`src/rtl/rwb_pkg.sv`:
```
package rwb_pkg;
  localparam int WORD_W = 32;
  localparam int HALF_W = WORD_W / 2;
  localparam int LBL_LO = 8;  // vector index of word bit 9

  // capture rule: filter off, or both label bits equal the match bits
  function automatic logic label_ok(input logic [WORD_W-1:0] w,
                                    input logic en,
                                    input logic [1:0] m);
    return !en || (w[LBL_LO+1:LBL_LO] == m);
  endfunction

  function automatic logic [HALF_W-1:0] half_pick(input logic [WORD_W-1:0] w,
                                                  input logic sel);
    return sel ? w[WORD_W-1:HALF_W] : w[HALF_W-1:0];
  endfunction
endpackage

```
`src/rtl/rwb_cfg.sv`:
```
module rwb_cfg (
  input  logic       clk,
  input  logic       rst_n,
  input  logic       we,
  input  logic       en_in,
  input  logic [1:0] match_in,
  output logic       en_q,
  output logic [1:0] match_q
);
  always_ff @(posedge clk or negedge rst_n) begin
    if (!rst_n) begin
      en_q    <= 1'b0;
      match_q <= 2'b00;
    end else if (we) begin
      en_q    <= en_in;
      match_q <= match_in;
    end
  end

  // configuration only moves under the write strobe
  a_r9_cfg_hold: assert property (@(posedge clk) disable iff (!rst_n)
    !we |=> $stable({en_q, match_q}));
endmodule

```
`src/rtl/rwb_channel.sv`:
```
module rwb_channel
  import rwb_pkg::*;
(
  input  logic              clk,
  input  logic              rst_n,
  input  logic              eos,
  input  logic [WORD_W-1:0] word_in,
  input  logic              dec_en,
  input  logic [1:0]        match,
  input  logic              rd_stb,
  input  logic              half_sel,
  output logic [WORD_W-1:0] word_q,
  output logic              rdy_n
);
  logic valid, got_lo, got_hi;
  logic accept, lo_hit, hi_hit, done;

  assign accept = eos && label_ok(word_in, dec_en, match);
  assign lo_hit = rd_stb && valid && !half_sel;
  assign hi_hit = rd_stb && valid && half_sel;
  assign done   = valid && (got_lo || lo_hit) && (got_hi || hi_hit);
  assign rdy_n  = !valid;

  always_ff @(posedge clk or negedge rst_n) begin
    if (!rst_n) begin
      word_q <= '0;
      valid  <= 1'b0;
      got_lo <= 1'b0;
      got_hi <= 1'b0;
    end else if (accept) begin
      word_q <= word_in;
      valid  <= 1'b1;
      got_lo <= 1'b0;
      got_hi <= 1'b0;
    end else if (done) begin
      valid  <= 1'b0;
      got_lo <= 1'b0;
      got_hi <= 1'b0;
    end else begin
      if (lo_hit) got_lo <= 1'b1;
      if (hi_hit) got_hi <= 1'b1;
    end
  end

  a_r3_capture_ready: assert property (@(posedge clk) disable iff (!rst_n)
    accept |=> !rdy_n);
  a_r6_capture_loads: assert property (@(posedge clk) disable iff (!rst_n)
    accept |=> word_q == $past(word_in));
  a_r1_reject_keeps: assert property (@(posedge clk) disable iff (!rst_n)
    !accept |=> $stable(word_q));
  a_r5_hold_unread: assert property (@(posedge clk) disable iff (!rst_n)
    (!rdy_n && !rd_stb) |=> !rdy_n);
endmodule

```
`src/rtl/rwb_top.sv`:
```
module rwb_top
  import rwb_pkg::*;
(
  input  logic              clk,
  input  logic              rst_n,
  input  logic              cfg_we,
  input  logic              cfg_dec_en,
  input  logic [1:0]        cfg_match,
  input  logic              eos_a,
  input  logic [WORD_W-1:0] word_a,
  input  logic              eos_b,
  input  logic [WORD_W-1:0] word_b,
  input  logic              rd_en_a,
  input  logic              rd_en_b,
  input  logic              half_sel,
  output logic [HALF_W-1:0] rd_data,
  output logic              rd_conflict,
  output logic              rdy_n_a,
  output logic              rdy_n_b
);
  localparam int NCH = 2;

  logic              dec_en_q;
  logic [1:0]        match_q;
  logic              eos_v   [NCH];
  logic [WORD_W-1:0] word_v  [NCH];
  logic              rd_v    [NCH];
  logic [WORD_W-1:0] store_v [NCH];
  logic              rdyn_v  [NCH];

  rwb_cfg u_cfg (
    .clk(clk), .rst_n(rst_n), .we(cfg_we), .en_in(cfg_dec_en),
    .match_in(cfg_match), .en_q(dec_en_q), .match_q(match_q)
  );

  assign rd_conflict = rd_en_a && rd_en_b;
  assign eos_v[0]  = eos_a;
  assign eos_v[1]  = eos_b;
  assign word_v[0] = word_a;
  assign word_v[1] = word_b;
  assign rd_v[0]   = rd_en_a;
  assign rd_v[1]   = rd_en_b && !rd_en_a;  // channel A wins a conflict

  for (genvar i = 0; i < NCH; i++) begin : g_ch
    rwb_channel u_ch (
      .clk(clk), .rst_n(rst_n), .eos(eos_v[i]), .word_in(word_v[i]),
      .dec_en(dec_en_q), .match(match_q), .rd_stb(rd_v[i]),
      .half_sel(half_sel), .word_q(store_v[i]), .rdy_n(rdyn_v[i])
    );
  end

  assign rdy_n_a = rdyn_v[0];
  assign rdy_n_b = rdyn_v[1];

  always_comb begin
    if (rd_en_a)      rd_data = half_pick(store_v[0], half_sel);
    else if (rd_en_b) rd_data = half_pick(store_v[1], half_sel);
    else              rd_data = '0;
  end

  // a conflicting read leaves channel B's ready state alone
  a_r8_b_untouched: assert property (@(posedge clk) disable iff (!rst_n)
    (rd_conflict && !eos_b) |=> $stable(rdy_n_b));
  // channel B ready does not fall without its own strobe
  a_r7_b_isolated: assert property (@(posedge clk) disable iff (!rst_n)
    (!eos_b && rdy_n_b) |=> rdy_n_b);
endmodule

```
`config.mk`:
```
export PLATFORM = sky130hd
export DESIGN_NAME = rwb_top
export DESIGN_NICKNAME = d
export VERILOG_FILES = /design/src/rtl/rwb_pkg.sv /design/src/rtl/rwb_cfg.sv /design/src/rtl/rwb_channel.sv /design/src/rtl/rwb_top.sv
export SDC_FILE = /design/constraint.sdc
export NUM_CORES = 1
export LEC_CHECK = 0
export ABC_AREA = 1
export BUFFER_PORTS_ARGS = -buffer_cell sky130_fd_sc_hd__buf_2
export CORE_UTILIZATION = 48
export DETAILED_ROUTE_END_ITERATION = 6
export HOLD_SLACK_MARGIN = 0.12
export PLACE_DENSITY = 0.76
export SETUP_SLACK_MARGIN = 0.1
export SLEW_MARGIN = 5
export SYNTH_ARGS = -nofsm -noshare
export SYNTH_HDL_FRONTEND = slang
export SYNTH_SLANG_ARGS = --single-unit
```
`constraint.sdc`:
```
create_clock -name clk -period 1.3 [get_ports clk]
set_input_delay 0.325 -clock clk [delete_from_list [all_inputs] [get_ports clk]]
set_output_delay 0.325 -clock clk [all_outputs]
set_load 0.005 [all_outputs]
```
==> flow_summary_export.csv, run 1 <==
group,metric,value,unit
sta,grt_setup_unrepaired,"yes",
pwr,leakagePower,2.88,nW
sta,setup_violations,83,
global_route,grt_max_degree,74,
synth,avgSynthCellArea,8.17,um2
global_route,grt_pass1_vias,3552,
pwr,seqPwrFrac,0.417,
setup_path,cp_max_fo,2,
hold_path,worst_hold_path.num_cells,3,
floorplan,io_pins,94,
floorplan,fp.dieArea,7860,um2
floorplan,die-height,88.7,um
floorplan,start_util,0.497,
synth,ys_ff_latch,73,
placed_design,placedCellCount,617,
drt,drt_iter0_markers,352,
clocking,clk_pin_slew,70,ps
setup_path,r2r_slack,-170,ps
pwr,total_power,0.00736,W
clocking,cts_sinks,73,
setup_path,crit_chain,"o21ai_0, o22ai_1, buf_2",
finish,final_common_cell,"buf_2",
clocking,clock_latency,360,ps
synth,ys_seq_area_frac,0.507,
global_route,antenna_found_initial,0,
setup_path,startpoint_type,"flip-flop",
pwr,power_switching_share,0.357,
clocking,clk_path_buf_depth,2,
synth,ys_types,22,
sta,finalHoldViolations,0,
sta,fin_ws,-288,ps
drt,vias,4067,
sta,slew_headroom,0.389,
floorplan,die_w,88.7,um
setup_path,cpPeakStageDelay,380,ps
synth,yosysWarnings,0,
setup_path,reg2regPathDepth,10,
finish,fin_util,0.801,
synth,synth_top_cell_by_area,"dfrtp_1",
synth,syn_area,3600,um2
flow_run,maxCapViolations,0,
global_route,grt_pass1_wl,18100,um
finish,layout_common_cells,"buf_2 (92), nand2_2 (77), dfrtp_1 (72)",
drt,wl_per_cell,20.1,um
finish,n_antenna_cell,0,
sta,layout_min_cycle_time,1590,ps
status,violations,"negative setup slack",
setup_path,critical_path_class,"reg2out",
status,status,"complete, but fails checks",
finish,drive_gt1_frac,0.587,
pwr,p_comb_frac,0.352,
setup_path,cp_data_arrival_time,1260,ps
pwr,power.switching,0.00262,W
drt,vias_per_cell,5.86,
clocking,cts_tree,"done",
placed_design,hpwl,6420,um
global_route,gr-total-overflow,0,
setup_path,slowest_stage,"dfrtp_1",
pwr,power.internal,0.00473,W
placed_design,gp_congestion,0.858,
synth,synth_top_area_share,0.507,
global_route,grtUsageTotal,0.319,
sta,max_slew.worst_pin.slew,917,ps
drt,drt_pass1_iterations,5,
drt,drcViolationCount,0,
synth,synthesis.nets,516,
floorplan,fp.coreArea,7250,um2
sta,maxSlewViolCount,0,
clocking,clock-root-buffer,"clkbuf_8",
sta,skew,5.61,ps
placed_design,port_buffers,93,
pwr,p_per_area,1270,nW/um2
drt,routed_wirelength,13900,um
sta,holdWs,186,ps
clocking,htreeDepth,3,
synth,synthCells,441,
drt,postRouteAntennaNets,0,
sta,finalCritPeriodShare,1.22,
pwr,p_clk_frac,0.231,
sta,fmax,0.630,GHz
finish,instances_no_fill,694,
clocking,cts-buffers-inserted,9,
hold_path,hold_class,"in2reg",
sta,tns,-9190,ps
finish,area_delta_synth_final,61.2,%
floorplan,rows,31,
synth,synth.area.top_cells,"dfrtp_1 (51%), nand2_1 (14%), nand3_1 (9.7%)",
setup_path,required,980,ps
setup_path,cp-end-kind,"output pin",
pwr,vdd_drop_max,0.000671,V
finish,fin_nets,666,
-- worst paths after layout --
path	start	endpoint
worst min-delay path	cfg_match[0]	u_cfg.match_q[0]
worst max-delay path	g_ch[0].u_ch.word_q[9]	rd_data[9]
worst min register to register	g_ch[1].u_ch.word_q[0]	g_ch[1].u_ch.word_q[0]
max in group asynchronous	rst_n	u_cfg.en_q
worst max register to register	u_cfg.match_q[1]	g_ch[1].u_ch.word_q[2]
min in group asynchronous	rst_n	g_ch[1].u_ch.got_hi
-- Yosys cell counts (all sizes together) --
library cell,count
buf,25
o22ai,16
o21ai,34
clkbuf,5
mux2,1
nand4,2
nand3,70
dfrtp,73
inv,20
nor2,35
nand2,160
-- power by group through the flow --
| stage | combinational, W | sequential (W) | clock, W |
|---|---|---|---|
| 6_report | 0.00259 | 0.00307 | 0.00170 |
| 5_1_grt | 0.00276 | 0.00309 | 0.00180 |
| 4_1_cts | 0.00197 | 0.00298 | 0.00167 |
| 3_5_place_dp | 0.00132 | 0.00301 | 0 |
| 3_3_place_gp | 0.00127 | 0.00300 | 0 |
| 2_1_floorplan | 0.000916 | 0.00292 | 0 |
-- flip-flops by register name (all words and copies together), names as in the netlist --
| name | flops |
|---|---|
| g_ch.u_ch.got_hi | 2 |
| g_ch.u_ch.got_lo | 2 |
| u_cfg.en_q | 1 |
| g_ch.u_ch.word_q | 64 |
| g_ch.u_ch.valid | 2 |
| u_cfg.match_q | 2 |
-- cell type report --
| cell class | instances | area [um2] |
|---|---|---|
| sequential | 73 | 1830 |
| fill | 418 | 1440 |
| clock buffer | 13 | 169 |
| clock inverter | 2 | 12.5 |
| tap | 99 | 124 |
| multi-input combinational | 331 | 2340 |
| inverter | 20 | 82.6 |
| timing repair buffer | 156 | 1250 |
-- through the flow --
| stage | setup WS [ps] | instance area, um2 |
|---|---|---|
| 2_1_floorplan | 127 | 3640 |
| 3_3_place_gp | -178 | 4150 |
| 3_5_place_dp | -248 | 4150 |
| 4_1_cts | -185 | 5170 |
| 5_1_grt | -320 | 5810 |
| 6_report | -288 | 5810 |
-- repair_timing --
item                       4_1_cts  5_1_grt
pin swaps                       32       42
hold endpoints to repair        73        0
hold buffers                     1        0
cloned                          14        6
gates resized for setup        102      115
setup buffers                   23       22
setup endpoints to repair       66       90
-- per-layer routing --
layer	GRT usage	vias to the layer above	part of all wire
met1	0.425	1946	0.38
met5	0	-	0
met2	0.498	297	0.48
met4	0.150	0	0.038
li1	-	1760	-
met3	0.0718	64	0.11
-- worst max-delay path: cells and delay by family (launching register included) --
family | cells | cell delay [ps]
flip-flops | 1 | 380
AO/OA/AOI/OAI | 2 | 380
buffers and inverters | 1 | 150
-- cells by family after synthesis --
group / count (synthesis) / share of synthesized area
compound gates: 50 / 0.0750
buf+inv: 50 / 0.0816
flops: 73 / 0.507
mux: 1 / 0.00312
simple gates: 267 / 0.334
(Power assumes the default switching activity.)
==> run 2: changes to the inputs <==
--- a/config.mk
+++ b/config.mk
@@ -7,10 +7,10 @@
 export LEC_CHECK = 0
 export ABC_AREA = 1
 export BUFFER_PORTS_ARGS = -buffer_cell sky130_fd_sc_hd__buf_2
-export CORE_UTILIZATION = 48
+export CORE_UTILIZATION = 55
 export DETAILED_ROUTE_END_ITERATION = 6
 export HOLD_SLACK_MARGIN = 0.12
-export PLACE_DENSITY = 0.76
+export PLACE_DENSITY = 0.83
 export SETUP_SLACK_MARGIN = 0.1
 export SLEW_MARGIN = 5
 export SYNTH_ARGS = -nofsm -noshare
==> constraint.sdc (replaced) <==
create_clock -name clk -period 1.85 [get_ports clk]
set_input_delay 0.4625 -clock clk [delete_from_list [all_inputs] [get_ports clk]]
set_output_delay 0.4625 -clock clk [all_outputs]
set_load 0.005 [all_outputs]
==> run 2 against run 1 <==
Effect of this change: the flow now finishes without violations; clock power fell by 18%; clock-buffer cell count increased by 2; sequential power decreased by 32%; sequential share of layout area grew 10 points; register-to-register slack gained 760 ps; non-clock buffer count down 51; first-iteration DRC count fell by 14%; clock skew is essentially flat; via count fell by 17%; critical path depth grew 3; worst setup slack gained 410 ps; worst hold slack got worse by 62 ps; critical endpoint is now rd_data[1]; largest power group unchanged.
==> flow_summary_export.csv, run 2 (synthesis gave the netlist of run 1 again) <==
group,metric,value,unit
global_route,grtUsageTotal,0.284,
global_route,grt_pass1_wl,15300,um
floorplan,fp.dieArea,6880,um2
floorplan,die_w,83.0,um
pwr,leakagePower,2.38,nW
setup_path,crit_chain,"buf_2, inv_2, clkbuf_16, nor2_1, o22ai_1, buf_2",
sta,fmax,0.578,GHz
clocking,cts_hold_buffers,0,
drt,vias,3375,
clocking,clock-root-buffer,"clkbuf_8",
drt,drt_pass1_iterations,5,
setup_path,crit_start,"half_sel",
sta,grt_setup_unrepaired,"yes",
placed_design,gp_congestion,0.856,
sta,finalCritPeriodShare,0.935,
setup_path,cp-end-kind,"output pin",
finish,fin_nets,602,
sta,maxSlewViolCount,0,
setup_path,cp_data_arrival_time,1270,ps
drt,drt_iter0_markers,303,
drt,wl_per_cell,15.4,um
finish,largest_register,"g_ch.u_ch.word_q",
clocking,cts_sinks,73,
clocking,cts_tree,"done",
flow_run,maxCapViolations,0,
status,status,"finished, final reports clean",
setup_path,r2r_slack,590,ps
floorplan,fp.coreArea,6350,um2
floorplan,io_pins,94,
floorplan,start_util,0.568,
setup_path,r2r_start,"u_cfg.match_q[0]",
placed_design,port_buffers,93,
global_route,antenna_found_initial,2,
drt,vias_per_cell,5.54,
clocking,clk_pin_slew,80,ps
hold_path,hold_class,"in2async",
global_route,grt_max_degree,74,
finish,final_common_cell,"nand2_1",
clocking,clk_path_buf_depth,2,
placed_design,hpwl,6320,um
sta,finalHoldViolations,0,
sta,tns,0,ps
setup_path,startpoint_type,"input pin",
global_route,grt_pass1_vias,3147,
finish,drive_gt1_frac,0.284,
drt,postRouteAntennaNets,0,
setup_path,critical_path_class,"in2out",
finish,largest_reg_flops,64,
finish,layout_common_cells,"nand2_1 (135), buf_2 (93), dfrtp_1 (73)",
setup_path,slowest_stage,"clkbuf_16",
sta,setup_violations,0,
setup_path,cpPeakStageDelay,190,ps
pwr,vdd_drop_max,0.000594,V
finish,area_delta_synth_final,21.1,%
clocking,clock_latency,350,ps
global_route,gr-total-overflow,0,
drt,drcViolationCount,0,
setup_path,cpMostUsedCell,"buf_2",
sta,skew,5.93,ps
setup_path,cp_max_fo,17,
clocking,cts-buffers-inserted,9,
pwr,p_per_area,1010,nW/um2
sta,slew_headroom,0.744,
setup_path,rr_endpoint,"g_ch[0].u_ch.got_hi",
finish,n_antenna_cell,0,
floorplan,die-height,83.0,um
sta,layout_min_cycle_time,1730,ps
sta,max_slew.worst_pin.slew,384,ps
finish,instances_no_fill,609,
clocking,htreeDepth,3,
placed_design,placedCellCount,592,
setup_path,reg2regPathDepth,8,
drt,routed_wirelength,9390,um
floorplan,rows,29,
setup_path,endpoint,"rd_data[1]",
setup_path,required,1390,ps
-- run 2: changes by cell type in the layout (fill, tap and decap cells not counted), moves of 7 or more --
| cell | change |
|---|---|
| buf_4 | -30 |
| buf_6 | -9 |
| nand2_1 | +65 |
| nand2_2 | -56 |
| nand2_8 | -16 |
| nand3_1 | +43 |
| nand3_2 | -36 |
| nand3_4 | -7 |
| nor2_1 | +10 |
| nor2_2 | -10 |
| o21ai_0 | +28 |
| o21ai_1 | -17 |
| o21ai_2 | -11 |
-- run 2: report_power, final --
| group | leakage, nW | switching (W) | total [W] | internal (W) |
|---|---|---|---|---|
| clock network | 0.116 | 0.000586 | 0.00139 | 0.000809 |
| registers | 0.895 | 0.000204 | 0.00209 | 0.00189 |
| logic | 1.37 | 0.000546 | 0.000937 | 0.000391 |
-- run 2: per-stage QoR --
step	total power [W]	area, um2	hold WS (ps)	utilization	setup slack (ps)
after floorplan	0.00268	3600	167	-	255
after global routing	0.00466	4360	157	0.687	88.5
final	0.00442	4360	123	0.687	120
after CTS	0.00442	4340	143	0.683	121
after global placement	0.00299	4110	449	0.647	120
after detailed placement	0.00304	4110	454	0.647	96.4
-- run 2: timing repair --
item                                    4_1_cts  5_1_grt
hold endpoints to repair                      0        0
endpoints found under the setup margin        1       11
gates cloned                                  0        1
gates resized for setup                       1        2
pin swaps                                     0        1
setup buffers                                 0        0
-- run 2: routing by layer --
layer	track usage	wire, um
met1	0.397	4030
met2	0.441	4350
met3	0.0825	864
met4	0.0643	116
met5	0	22
-- run 2: worst max-delay path: cells and delay by family --
family	cells	cell delay, ps
AOI/OAI and AO/OA	1	180
buffers and inverters	4	570
and+or+nand+nor	1	50
-- run 2: worst min-delay path by stage --
stage | endpoint | slack, ps | depth (start not counted)
detailed placement | g_ch[1].u_ch.word_q[10] | 450 | 2
floorplan | g_ch[0].u_ch.got_hi | 170 | 0
finish | g_ch[1].u_ch.word_q[11] | 120 | 2
CTS | g_ch[0].u_ch.word_q[28] | 140 | 2
global route | g_ch[1].u_ch.word_q[31] | 160 | 2
global placement | g_ch[1].u_ch.word_q[14] | 450 | 2
-- run 2: cell type report --
cell class              count  area [um2]
flip-flops and latches     73        1830
fillers                   535        1990
well taps                  77        96.3
multi-input cells         318        1480
repair buffers            105         656
inverters                  20        75.1
clock buffers              15         196
clock inverters             1        30.0
==> run 3: changes to the inputs <==
==> constraint.sdc (replaced) <==
create_clock -name clk -period 1.85 [get_ports clk]
set_input_delay 0.4625 -clock clk [delete_from_list [all_inputs] [get_ports clk]]
set_output_delay 0.4625 -clock clk [all_outputs]
set_load 0.1 [all_outputs]
==> run 3 against run 2 <==
Effect of this change: the flow now finishes with violations (negative setup slack); critical path depth is 1 lower; first-iteration DRC count shrank 40%; combinational power up 99%; largest cell class is now multi-input gates; sequential power grew 3%; power increased by 25%; fmax is 9.3% lower; clock skew is 0.71 ps lower; clock-buffer cell count decreased by 5; via count is 3.1% higher; die area is the same; cell count grew 1.5%.
==> flow_summary_export.csv, run 3 (synthesis gave the netlist of run 1 again) <==
group,metric,value,unit
setup_path,cp_data_arrival_time,1440,ps
drt,postRouteAntennaNets,0,
finish,fin_area,5160,um2
hold_path,hold_class,"in2async",
pwr,leakagePower,2.57,nW
setup_path,cp-end-kind,"output pin",
placed_design,gp_congestion,0.816,
clocking,cts_tree,"done",
finish,seq_area,1830,um2
sta,max_slew.worst_pin.slew,403,ps
setup_path,required,1390,ps
global_route,grt_max_degree,74,
setup_path,cp_max_fo,20,
floorplan,fp.coreArea,6350,um2
sta,finalCritPeriodShare,1.03,
global_route,antenna_found_initial,0,
placed_design,hpwl,6800,um
finish,final_common_cell,"nand2_1",
flow_run,maxCapViolations,0,
status,violations,"negative setup slack",
drt,vias_per_cell,5.63,
clocking,clock-root-buffer,"clkbuf_8",
finish,nFillCells,365,
finish,multi_input_area,1880,um2
finish,fin_nets,611,
placed_design,dpl_cell_area,4810,um2
floorplan,fp.dieArea,6880,um2
sta,fin_ws,-56.8,ps
clocking,cts_sinks,73,
drt,drt_iter0_markers,183,
sta,finalHoldViolations,0,
clocking,cts_setup_buffers,0,
pwr,p_per_area,1080,nW/um2
sta,layout_min_cycle_time,1910,ps
drt,drt_pass1_iterations,5,
pwr,total_power,0.00555,W
clocking,htreeDepth,3,
finish,n_antenna_cell,0,
finish,largest_register,"g_ch.u_ch.word_q",
global_route,grt_pass1_vias,3343,
sta,slew_headroom,0.731,
clocking,cts_hold_buffers,0,
floorplan,start_util,0.568,
clocking,clock_latency,360,ps
finish,fin_util,0.812,
status,status,"complete, but fails checks",
sta,fmax,0.524,GHz
placed_design,placedCellCount,601,
clocking,clk_pin_slew,70,ps
global_route,grtUsageTotal,0.310,
drt,vias,3479,
setup_path,startpoint_type,"input pin",
floorplan,die_w,83.0,um
finish,instances_no_fill,618,
clocking,cts-buffers-inserted,9,
finish,largest_reg_flops,64,
drt,wl_per_cell,16.3,um
setup_path,critical_path_class,"in2out",
finish,drive_gt1_frac,0.373,
finish,layout_common_cells,"nand2_1 (135), dfrtp_1 (73), buf_2 (71)",
drt,drcViolationCount,0,
floorplan,rows,29,
placed_design,port_buffers,93,
sta,maxSlewViolCount,0,
floorplan,die-height,83.0,um
global_route,grt_pass1_wl,16600,um
clocking,clk_path_buf_depth,2,
finish,area_delta_synth_final,43.1,%
drt,routed_wirelength,10100,um
global_route,gr-total-overflow,0,
sta,skew,5.22,ps
floorplan,io_pins,94,
sta,setup_violations,1,
pwr,vdd_drop_max,0.000998,V
sta,grt_setup_unrepaired,"yes",
==> run 3: cell type report <==
cell class                 count  share of cell area
inverter                      20              0.0182
multi-input combinational    318               0.364
clock inverter                 6              0.0223
clock buffer                  10              0.0247
tap                           77              0.0187
timing repair buffer         114               0.197
sequential                    73               0.354
==> run 3: path summary, 6_finish.rpt <==
path	start	endpoint	slack [ps]	cells past startpoint
hold reg to reg	g_ch[1].u_ch.word_q[2]	g_ch[1].u_ch.word_q[2]	480	2
min in group clk	cfg_match[1]	u_cfg.match_q[1]	300	3
setup reg to reg	u_cfg.match_q[0]	g_ch[0].u_ch.word_q[24]	370	8
hold / removal	rst_n	g_ch[1].u_ch.word_q[22]	90	2
setup / recovery	half_sel	rd_data[13]	-60	5
max in group asynchronous	rst_n	g_ch[0].u_ch.word_q[20]	1410	2
==> run 3: report_power, final <==
part | switching (W) | total, W | internal [W]
combinational | 0.00119 | 0.00186 | 0.000670
clock | 0.000634 | 0.00154 | 0.000903
sequential | 0.000270 | 0.00216 | 0.00189
==> run 3: layer usage <==
layer,global-route usage,vias to the layer above,share of wire
met5,0,-,0
met4,0.150,0,0.027
met3,0.0567,27,0.060
met2,0.477,172,0.48
met1,0.428,1656,0.43
li1,-,1624,-
==> run 3: worst max-delay path, stage by stage <==
cell and delay (ps):
buf_4 160, buf_12 170, o21ai_1 350, o22ai_4 130
buf_12 180
==> run 3: what timing repair did <==
action	4_1_cts	5_1_grt
hold endpoints to repair	0	0
cloned	0	1
pin swaps	11	3
gates resized for setup	21	5
endpoints found under the setup margin	17	17
==> run 3: through the flow <==
stage / TNS, ps / hold WS (ps) / setup slack, ps
after floorplan: -842 / 167 / -79.8
after global placement: -220 / 455 / -46.8
after detailed placement: -601 / 461 / -83.2
after CTS: -5.16 / 136 / -2.91
after global routing: -276 / 153 / -73.6
final: -56.8 / 89.3 / -56.8
